**src/rtl/dmem_pkg.sv**
```systemverilog
package dmem_pkg;

  localparam int unsigned DMEM_AW = 8;
  localparam int unsigned DMEM_DW = 8;

  // Resident SFR addresses (direct mode only)
  localparam logic [7:0] SFR_P0   = 8'h80;
  localparam logic [7:0] SFR_SP   = 8'h81;
  localparam logic [7:0] SFR_DPL  = 8'h82;
  localparam logic [7:0] SFR_DPH  = 8'h83;
  localparam logic [7:0] SFR_PCON = 8'h87;

  localparam logic [7:0] SP_RESET = 8'h07;

  typedef enum logic [2:0] {
    TGT_RAM  = 3'd0,
    TGT_SP   = 3'd1,
    TGT_RES  = 3'd2,
    TGT_EXT  = 3'd3,
    TGT_NONE = 3'd4
  } tgt_e;

  // Occupancy map of SFRs served over the external bus, indexed by addr-80h
  function automatic logic [127:0] ext_map_default();
    logic [127:0] m;
    m = '0;
    for (int i = 8'h08; i <= 8'h0D; i++) m[i] = 1'b1;
    for (int i = 8'h48; i <= 8'h4D; i++) m[i] = 1'b1;
    m[7'h10] = 1'b1;
    m[7'h18] = 1'b1;
    m[7'h19] = 1'b1;
    m[7'h20] = 1'b1;
    m[7'h28] = 1'b1;
    m[7'h30] = 1'b1;
    m[7'h38] = 1'b1;
    m[7'h50] = 1'b1;
    m[7'h60] = 1'b1;
    m[7'h70] = 1'b1;
    return m;
  endfunction

endpackage

```
**src/rtl/dmem_ram.sv**
```systemverilog
module dmem_ram #(
  parameter int unsigned AW = 8,
  parameter int unsigned DW = 8
) (
  input  logic          clk,
  input  logic          wa_en,
  input  logic [AW-1:0] wa_addr,
  input  logic [DW-1:0] wa_data,
  input  logic          wb_en,
  input  logic [AW-1:0] wb_addr,
  input  logic [DW-1:0] wb_data,
  input  logic [AW-1:0] ra_addr,
  output logic [DW-1:0] ra_data,
  input  logic [AW-1:0] rb_addr,
  output logic [DW-1:0] rb_data
);
  localparam int unsigned DEPTH = 1 << AW;

  logic [DW-1:0] mem_q [DEPTH];

  // Port B (stack) is applied last, so it wins on an address collision
  always_ff @(posedge clk) begin
    if (wa_en) mem_q[wa_addr] <= wa_data;
    if (wb_en) mem_q[wb_addr] <= wb_data;
  end

  assign ra_data = mem_q[ra_addr];
  assign rb_data = mem_q[rb_addr];

endmodule

```
**src/rtl/dmem_steer.sv**
```systemverilog
module dmem_steer
  import dmem_pkg::*;
#(
  parameter int unsigned AW = 8,
  parameter logic [(1<<(AW-1))-1:0] EXT_MAP = '0
) (
  input  logic          indirect,
  input  logic [AW-1:0] addr,
  input  logic          res_hit,
  output tgt_e          tgt
);
  logic upper;
  assign upper = addr[AW-1];

  always_comb begin
    if (!upper || indirect)           tgt = TGT_RAM;
    else if (addr == AW'(SFR_SP))     tgt = TGT_SP;
    else if (res_hit)                 tgt = TGT_RES;
    else if (EXT_MAP[addr[AW-2:0]])   tgt = TGT_EXT;
    else                              tgt = TGT_NONE;
  end

endmodule

```
**src/rtl/dmem_sp.sv**
```systemverilog
module dmem_sp
  import dmem_pkg::*;
#(
  parameter int unsigned AW = 8
) (
  input  logic          clk,
  input  logic          rst_n,
  input  logic          push,
  input  logic          pop,
  input  logic          ld_en,
  input  logic [AW-1:0] ld_val,
  output logic [AW-1:0] sp_q,
  output logic [AW-1:0] sp_inc
);
  logic [AW-1:0] sp_d;
  logic          sp_en;

  assign sp_inc = sp_q + AW'(1);

  // Pop wins over push; a stack operation wins over a direct load
  always_comb begin
    sp_en = push | pop | ld_en;
    if (pop)       sp_d = sp_q - AW'(1);
    else if (push) sp_d = sp_inc;
    else           sp_d = ld_val;
  end

  always_ff @(posedge clk or negedge rst_n) begin
    if (!rst_n)     sp_q <= AW'(SP_RESET);
    else if (sp_en) sp_q <= sp_d;
  end

endmodule

```
**src/rtl/dmem_sfr_bank.sv**
```systemverilog
module dmem_sfr_bank #(
  parameter int unsigned AW   = 8,
  parameter int unsigned DW   = 8,
  parameter int unsigned NREG = 4,
  parameter logic [NREG-1:0][AW-1:0] REG_ADDR = '0,
  parameter logic [NREG-1:0][DW-1:0] REG_RST  = '0
) (
  input  logic                     clk,
  input  logic                     rst_n,
  input  logic                     wr_en,
  input  logic [AW-1:0]            addr,
  input  logic [DW-1:0]            wdata,
  output logic                     hit,
  output logic [DW-1:0]            rdata,
  output logic [NREG-1:0][DW-1:0]  regs_q
);
  logic [NREG-1:0] sel;

  for (genvar g = 0; g < NREG; g++) begin : g_reg
    logic          en;
    logic [DW-1:0] d;

    assign sel[g] = (addr == REG_ADDR[g]);

    always_comb begin
      en = wr_en & sel[g];
      d  = wdata;
    end

    always_ff @(posedge clk or negedge rst_n) begin
      if (!rst_n)  regs_q[g] <= REG_RST[g];
      else if (en) regs_q[g] <= d;
    end
  end

  always_comb begin
    hit   = |sel;
    rdata = '0;
    for (int i = 0; i < NREG; i++) begin
      if (sel[i]) rdata = regs_q[i];
    end
  end

endmodule

```
**src/rtl/dual_space_dmem.sv**
```systemverilog
module dual_space_dmem
  import dmem_pkg::*;
#(
  parameter int unsigned AW = DMEM_AW,
  parameter int unsigned DW = DMEM_DW,
  parameter logic [(1<<(AW-1))-1:0] EXT_MAP = ext_map_default()
) (
  input  logic            clk,
  input  logic            rst_n,
  input  logic            acc_valid,
  input  logic            acc_we,
  input  logic            acc_indirect,
  input  logic [AW-1:0]   acc_addr,
  input  logic [DW-1:0]   acc_wdata,
  output logic [DW-1:0]   acc_rdata,
  input  logic            stk_push,
  input  logic            stk_pop,
  input  logic [DW-1:0]   stk_wdata,
  output logic [DW-1:0]   stk_rdata,
  output logic [AW-1:0]   sp_o,
  output logic [DW-1:0]   p0_o,
  output logic [2*DW-1:0] dptr_o,
  output logic [DW-1:0]   pcon_o,
  output logic            sfr_rd,
  output logic            sfr_wr,
  output logic [AW-1:0]   sfr_addr,
  output logic [DW-1:0]   sfr_wdata,
  input  logic [DW-1:0]   sfr_rdata
);
  localparam int unsigned NREG = 4;
  localparam logic [NREG-1:0][AW-1:0] RES_ADDR =
    {AW'(SFR_PCON), AW'(SFR_DPH), AW'(SFR_DPL), AW'(SFR_P0)};
  localparam logic [NREG-1:0][DW-1:0] RES_RST =
    {DW'(0), DW'(0), DW'(0), {DW{1'b1}}};

  // Reset: asserted asynchronously, released on the clock
  logic rst_s0_q, rst_q_n;
  always_ff @(posedge clk or negedge rst_n) begin
    if (!rst_n) begin
      rst_s0_q <= 1'b0;
      rst_q_n  <= 1'b0;
    end else begin
      rst_s0_q <= 1'b1;
      rst_q_n  <= rst_s0_q;
    end
  end

  tgt_e                   tgt;
  logic                   res_hit;
  logic [DW-1:0]          res_rdata;
  logic [NREG-1:0][DW-1:0] res_regs;
  logic                   acc_wr, acc_rd;
  logic                   ram_wa_en, ram_wb_en;
  logic [DW-1:0]          ram_ra_data;
  logic [AW-1:0]          sp_q, sp_inc;
  logic                   stk_push_eff;

  assign acc_wr       = acc_valid &  acc_we;
  assign acc_rd       = acc_valid & ~acc_we;
  assign stk_push_eff = stk_push & ~stk_pop;

  dmem_steer #(.AW(AW), .EXT_MAP(EXT_MAP)) i_steer (
    .indirect (acc_indirect),
    .addr     (acc_addr),
    .res_hit  (res_hit),
    .tgt      (tgt)
  );

  dmem_sp #(.AW(AW)) i_sp (
    .clk    (clk),
    .rst_n  (rst_q_n),
    .push   (stk_push_eff),
    .pop    (stk_pop),
    .ld_en  (acc_wr && tgt == TGT_SP),
    .ld_val (acc_wdata[AW-1:0]),
    .sp_q   (sp_q),
    .sp_inc (sp_inc)
  );

  dmem_sfr_bank #(
    .AW(AW), .DW(DW), .NREG(NREG), .REG_ADDR(RES_ADDR), .REG_RST(RES_RST)
  ) i_bank (
    .clk    (clk),
    .rst_n  (rst_q_n),
    .wr_en  (acc_wr && tgt == TGT_RES),
    .addr   (acc_addr),
    .wdata  (acc_wdata),
    .hit    (res_hit),
    .rdata  (res_rdata),
    .regs_q (res_regs)
  );

  assign ram_wa_en = acc_wr && tgt == TGT_RAM;
  assign ram_wb_en = stk_push_eff;

  dmem_ram #(.AW(AW), .DW(DW)) i_ram (
    .clk     (clk),
    .wa_en   (ram_wa_en),
    .wa_addr (acc_addr),
    .wa_data (acc_wdata),
    .wb_en   (ram_wb_en),
    .wb_addr (sp_inc),
    .wb_data (stk_wdata),
    .ra_addr (acc_addr),
    .ra_data (ram_ra_data),
    .rb_addr (sp_q),
    .rb_data (stk_rdata)
  );

  // External SFR pass-through
  assign sfr_rd    = acc_rd && tgt == TGT_EXT;
  assign sfr_wr    = acc_wr && tgt == TGT_EXT;
  assign sfr_addr  = acc_addr;
  assign sfr_wdata = acc_wdata;

  always_comb begin
    unique case (tgt)
      TGT_RAM: acc_rdata = ram_ra_data;
      TGT_SP:  acc_rdata = DW'(sp_q);
      TGT_RES: acc_rdata = res_rdata;
      TGT_EXT: acc_rdata = sfr_rdata;
      default: acc_rdata = '0;
    endcase
  end

  assign sp_o   = sp_q;
  assign p0_o   = res_regs[0];
  assign dptr_o = {res_regs[2], res_regs[1]};
  assign pcon_o = res_regs[3];

endmodule

```
**config.mk**
```make
export PLATFORM = sky130hd
export DESIGN_NAME = dual_space_dmem
export DESIGN_NICKNAME = d
export VERILOG_FILES = /design/src/rtl/dmem_pkg.sv /design/src/rtl/dmem_ram.sv /design/src/rtl/dmem_steer.sv /design/src/rtl/dmem_sp.sv /design/src/rtl/dmem_sfr_bank.sv /design/src/rtl/dual_space_dmem.sv
export SDC_FILE = /design/constraint.sdc
export NUM_CORES = 2
export LEC_CHECK = 0
export BUFFER_PORTS_ARGS = -buffer_cell sky130_fd_sc_hd__buf_2
export CORE_MARGIN = 4
export CORE_UTILIZATION = 30
export DETAILED_ROUTE_END_ITERATION = 10
export HOLD_SLACK_MARGIN = 0.05
export SLEW_MARGIN = 40
export SYNTH_ARGS = -nofsm -noshare
export SYNTH_HDL_FRONTEND = slang
export SYNTH_SLANG_ARGS = --single-unit
```
**constraint.sdc**
```tcl
create_clock -name clk -period 7 [get_ports clk]
set_clock_uncertainty 0.05 [all_clocks]
set_input_delay 0.7 -clock clk [delete_from_list [all_inputs] [get_ports clk]]
set_output_delay 0.7 -clock clk [all_outputs]
set_load 0.03 [all_outputs]
```
## Word-level counts from Yosys, hierarchy flattened

Memory sizes are Yosys's and may differ from the RTL's.
Index checks and enable logic that the tools add are counted.

| word-level totals | value |
|---|---|
| register bits | 42 |
| RAM bits | 2048 |
| bits in read-only memories | 128 |
| output and inout port bits | 74 |
| logic and storage cells | 56 |
| memories kept | 2 |

Memories:

| name | words | width | rd ports | clocked after memory_dff | write ports | RTL line | source |
|---|---|---|---|---|---|---|---|
| i_ram.mem_q | 256 | 8 | 2 | 0 | 2 | dmem_ram.sv:19 | `logic [DW-1:0] mem_q [DEPTH];` |
| (name not given) | 128 | 1 | 1 | 0 | 0 | dmem_steer.sv:19 | `else if (EXT_MAP[addr[AW-2:0]]) tgt = TGT_EXT;` |

| operators by class | value |
|---|---|
| add/subtract/negate cells | 2 |
| order comparisons | 1 |
| equal/unequal tests | 8 |
| muxes and demuxes | 16 |
| bitwise gates (word level) | 11 |
| reductions and logical operators | 9 |

Operator list:

| operator | number |
|---|---|
| $mux 8 | 6 |
| $eq 8x8->1 const B | 5 |
| $pmux 8 s4 | 1 |
| $mux 3 | 4 |
| $add 8x1->8 const B | 1 |
| $lt 7x8->1 const B | 1 |
| $sub 8x1->8 const B | 1 |
| $and 1x1->1 | 7 |
| $eq 3x2->1 const B | 2 |
| $logic_and 1x1->1 | 5 |
| $mux 1 | 5 |
| $reduce_or 4->1 | 1 |
| $eq 3x1->1 const B | 1 |
| $logic_not 3->1 | 1 |
| $not 1->1 | 2 |
| $or 1x1->1 | 2 |
| $logic_not 1->1 | 1 |
| $logic_or 1x1->1 | 1 |

## Logic depth before layout (Yosys ltp)

| depth | value |
|---|---|
| depth in word-level cells | 10 |
| gate-level depth with buffers | 13 |
| depth with buffers taken out | 7 |

## Modules after synthesis

Synthesis repeated with hierarchy kept, for this count alone.

| unflattened totals | value |
|---|---|
| cells, all modules | 8319 |
| area, all modules | 125965.8 um^2 |

Modules (own cells, without submodules):

| module | instances | cells each | area an instance (um^2) | seq. area each (um^2) |
|---|---|---|---|---|
| dmem_ram | 1 | 8032 | 122995.5 | 61499.0 |
| dmem_sfr_bank | 1 | 122 | 1589.0 | 810.8 |
| dmem_sp | 1 | 91 | 750.7 | 203.9 |
| dual_space_dmem | 1 | 57 | 501.7 | 50.0 |
| dmem_steer | 1 | 17 | 128.9 | 0.0 |

## Worst setup path after synthesis

No wires, ideal clock.

| timing | value |
|---|---|
| kind | register -> output |
| start point | register i_sp.sp_q[0] |
| end point | output port stk_rdata[6] |
| data arrival time | 3119 ps |
| required time | 6250 ps |
| path slack | 3131 ps |
| cell stages (with the launch flop) | 14 |
| cell sequence | dfstp_2 > buf_6 > buf_12 > buf_6 > buf_6 > buf_6 > buf_4 > mux2i_1 > nand3_1 > a21oi_1 > o21ai_0 > nand2_1 > a32o_1 > a211oi_1 |

| on the way | value |
|---|---|
| longest elaborated chain between the ends | 1 |

Ends and longest elaborated chain:

| what | RTL line | source |
|---|---|---|
| start, declared | dmem_sp.sv:12 | `output logic [AW-1:0] sp_q,` |
| start signal, assigned | dmem_sp.sv:29 | `if (!rst_n) sp_q <= AW'(SP_RESET);` |
| start signal, assigned | dmem_sp.sv:30 | `else if (sp_en) sp_q <= sp_d;` |
| $mem_v2 256x8 | -- |  |
| end, declared | dual_space_dmem.sv:19 | `output logic [DW-1:0] stk_rdata,` |

No other way between the ends.

## Worst setup path in the final report

| timing | value |
|---|---|
| start point | register i_sp.sp_q[1] |
| end point | output port stk_rdata[6] |

Same word-level chain as after synthesis.

==> results.tsv <==
stage	metric	value	unit
power_and_ir_drop	Seq pwr share	38.7	%
layout	synth-to-layout area growth	12.6	%
setup_path	Critical Setup Path Class	register to output port	
power_and_ir_drop	cell area power density	253	nW/um^2
place	Post-DP HPWL	352	mm
die	die width	659	um
sta	Tightest Pin Transition	1.04	ns
die	Die Height	659	um
yosys	post-synth net total	8216	
sta	Fmax achieved	150	MHz
route	vias per cell	6.33	
die	FP Rows	238	
global_route	vias in the first global route	84688	
global_route	grt met1 use	30.1	%
die	core area	421000	sq um
yosys	Primary FF master, synth	edfxtp_1	
sta	RSZ-0062 raised after global routing	false	
setup_path	critical path launch point	i_sp.sp_q[1]	
clocking	Post-CTS Repair Setup Buffers	0	
global_route	met2 usage	34.5	%
yosys	Cell Area, Synth	127000	sq um
yosys	Syn Area/Cell	15.6	sq um
global_route	initial antenna violation count	45	
sta	final hold viol count	0	
clocking	clk sinks	2090	
sta	Slew HR	30.0	%
yosys	Post-Syn Instances	8171	
clocking	CTS tree	yes	
power_and_ir_drop	Max VDD drop	0.000238	V
setup_path	reg-to-reg endpoint	i_ram.mem_q[128][0]	
setup_path	critical path launch point type	register	
yosys	Synth async-reset ratio	2.01	%
status	status	finished, final reports clean	
route	drt pass-1 iters	6	
sta	Sum Neg Setup Slack	0	ns
setup_path	R2R Setup Slk	1.70	ns
power_and_ir_drop	leakage power	43.3	nW
layout	final net count	7929	
global_route	GR peak layer	met2	
clocking	Max Root-Sink Buffers	4	
global_route	first-pass GRT wire length	726	mm
sta	min Tclk post-route	6.67	ns
sta	setup slack after layout	0.326	ns
setup_path	Critical Path AT	5.92	ns
setup_path	crit-path cells	buf_12 > buf_12 > mux4_2 > nand2_1 > a31oi_1 > o221ai_1 > a32o_1 > a211oi_2 > buf_4 > buf_2	
global_route	global route overflow	0	
power_and_ir_drop	Comb pwr share	27.6	%
place	global placer's final weighted congestion	1.00	
power_and_ir_drop	switching portion of total power	33.9	%
setup_path	Worst path slowest cell	dfstp_4	
yosys	register area share after synthesis	49.2	%
setup_path	CP Depth	10	
clocking	Skew-Pair Late Insertion Delay	0.98	ns
global_route	met3 usage	8.55	%
die	die area	435000	sq um
setup_path	CP Buf/Inv Count	4	
power_and_ir_drop	Pint	23.9	mW
die	Initial Utilization	30.2	%
setup_path	Top cell by count, worst path	buf_12	
route	drt total wl	530	mm
clocking	post-CTS resize count	0	
setup_path	Critical Path RT	6.25	ns
yosys	Netlist cell types	78	
die	I/O Pins	113	
route	WL per Instance	38.6	um
power_and_ir_drop	NetSw	12.3	mW
min_path	HP Class	input pin to register	
yosys	Post-synth EDFFs	2048	
layout	filler cell count	40027	
global_route	pin count of the biggest net entering global routing	151	
yosys	FF+latch count, synth	2090	
clocking	total CTS buffers	236	
layout	footprint of the multi-input gates	62100	sq um
clocking	hold buffers post-CTS	2	
clocking	Clock H-tree levels	4	
setup_path	worst r2r src	i_sp.sp_q[2]	
setup_path	FF-to-FF path depth	7	
global_route	GR Util All Layers	23.6	%
clocking	Clk pin slew, worst setup/hold paths	0.06	ns
setup_path	Setup crit end kind	output port	
setup_path	CP Capture Point	stk_rdata[6]	
layout	share of cells above drive strength 1	55.5	%
place	# port buffers	112	
setup_path	Worst path top cell family by delay	compound AO/OA/AOI/OAI gates	
route	DR iter-0 viols	13779	
route	post-route DRC violation count	0	
run	max_cap viols	0	
yosys	Yosys warnings	0	
power_and_ir_drop	Clk pwr share	33.7	%
sta	# setup viols final	0	
place	pre-CTS WS	1.05	ns
setup_path	Crit Path Max Fanout	74	
layout	register area	62600	sq um
route	DR vias	86931	
clocking	clk root buf	clkbuf_16	
sta	Slew Viols, Final	0	
route	post-route ant nets	0	
setup_path	Crit path largest cell delay	1.00	ns
sta	fin crit share	95.3	%
layout	Core Util, Final	34.0	%
## cell type report
class                           instances  area share (%)
Sequential cell                      2090            43.7
Antenna cell                           25          0.0437
Clock inverter                        126           0.716
Timing Repair Buffer                  459            2.99
Inverter                                6          0.0218
Tap cell                             5640            4.92
Multi-Input combinational cell       5091            43.3
Clock buffer                          297            4.31
## sequential cells by signal (all words and copies together), names as in the netlist
register	flops
i_bank.regs_q	32
i_ram.mem_q	2048
i_sp.sp_q	8
rst_q_n	1
rst_s0_q	1
## power groups by stage
stage	combinational (mW)	clock, mW	sequential (mW)
2_1_floorplan	5.36	0	14.1
3_3_place_gp	9.29	0	14.3
3_5_place_dp	9.48	0	14.3
4_1_cts	9.52	12.2	14.0
5_1_grt	9.96	12.7	14.0
6_report	9.99	12.2	14.0
## routing by layer
| metal | vias to the layer above | share of wire [%] | routed length (um) |
|---|---|---|---|
| met4 | 32 | 6.9 | 36800 |
| met2 | 6564 | 43 | 228000 |
| met1 | 46046 | 37 | 195000 |
| li1 | 32859 | - | - |
| met3 | 1430 | 13 | 69800 |
| met5 | - | 0.068 | 359 |
## metrics by stage
step | hold slack, ns | instances | cell area [sq um] | power (mW)
final | 0.175 | 13734 | 143000 | 36.2
after global routing | 0.158 | 13713 | 143000 | 36.7
after CTS | 0.178 | 13693 | 143000 | 35.7
after detailed placement | 0.290 | 13268 | 135000 | 23.8
after global placement | 0.288 | 13252 | 134000 | 23.6
after floorplan | 0.281 | 8171 | 127000 | 19.5
## layout by cell type (no fill, tap or decap), types with 57 or more instances in the layout
master	Yosys	final
mux4_2	984	984
clkbuf_1	649	59
o22ai_2	0	190
nor2_4	170	173
o22ai_1	314	122
mux2i_1	255	252
a22oi_1	80	80
nor2_1	134	121
o21ai_0	77	71
buf_2	175	99
clkbuf_16	0	238
a21oi_1	86	86
nand2_1	216	176
mux2_2	2137	2137
buf_4	89	268
nor2_2	83	93
a22o_1	57	57
edfxtp_1	2048	2048
## cells in the mapped netlist (80+ instances only)
cell	instances	area [sq um]
nand2_1	216	811
mux2_2	2137	24100
a22oi_1	80	601
mux4_2	984	22200
edfxtp_1	2048	61500
a21oi_1	86	430
nor2_4	170	1910
buf_2	175	876
clkbuf_1	649	2440
mux2i_1	255	2550
nor2_1	134	503
nor2_2	83	519
buf_4	89	668
o22ai_1	314	1960
## cell families (layout without fill, tap and decap cells)
group / Yosys count / in the layout / share of synthesized area (%)
adders and majority gates: 6 / 6 / 0.0590
other: 1 / 26 / 0.00295
muxes: 3403 / 3403 / 38.6
xor gates and xnor gates: 9 / 9 / 0.0619
buffers and inverters: 990 / 888 / 3.63
AOI/OAI and AO/OA: 841 / 841 / 4.51
DFF: 2090 / 2090 / 49.2
and+or+nand+nor: 831 / 831 / 4.00
## worst min path at each step
stage               slack (ns)         start                to  cells past startpoint
CTS                       0.18       stk_pop      i_sp.sp_q[5]                      3
detailed placement        0.29      rst_s0_q           rst_q_n                      0
global route              0.16  acc_wdata[0]  i_bank.regs_q[0]                      2
finish                    0.18  acc_wdata[0]  i_bank.regs_q[0]                      2
global placement          0.29      rst_s0_q           rst_q_n                      0
floorplan                 0.28      rst_s0_q           rst_q_n                      0
(Power assumes the default switching activity.)
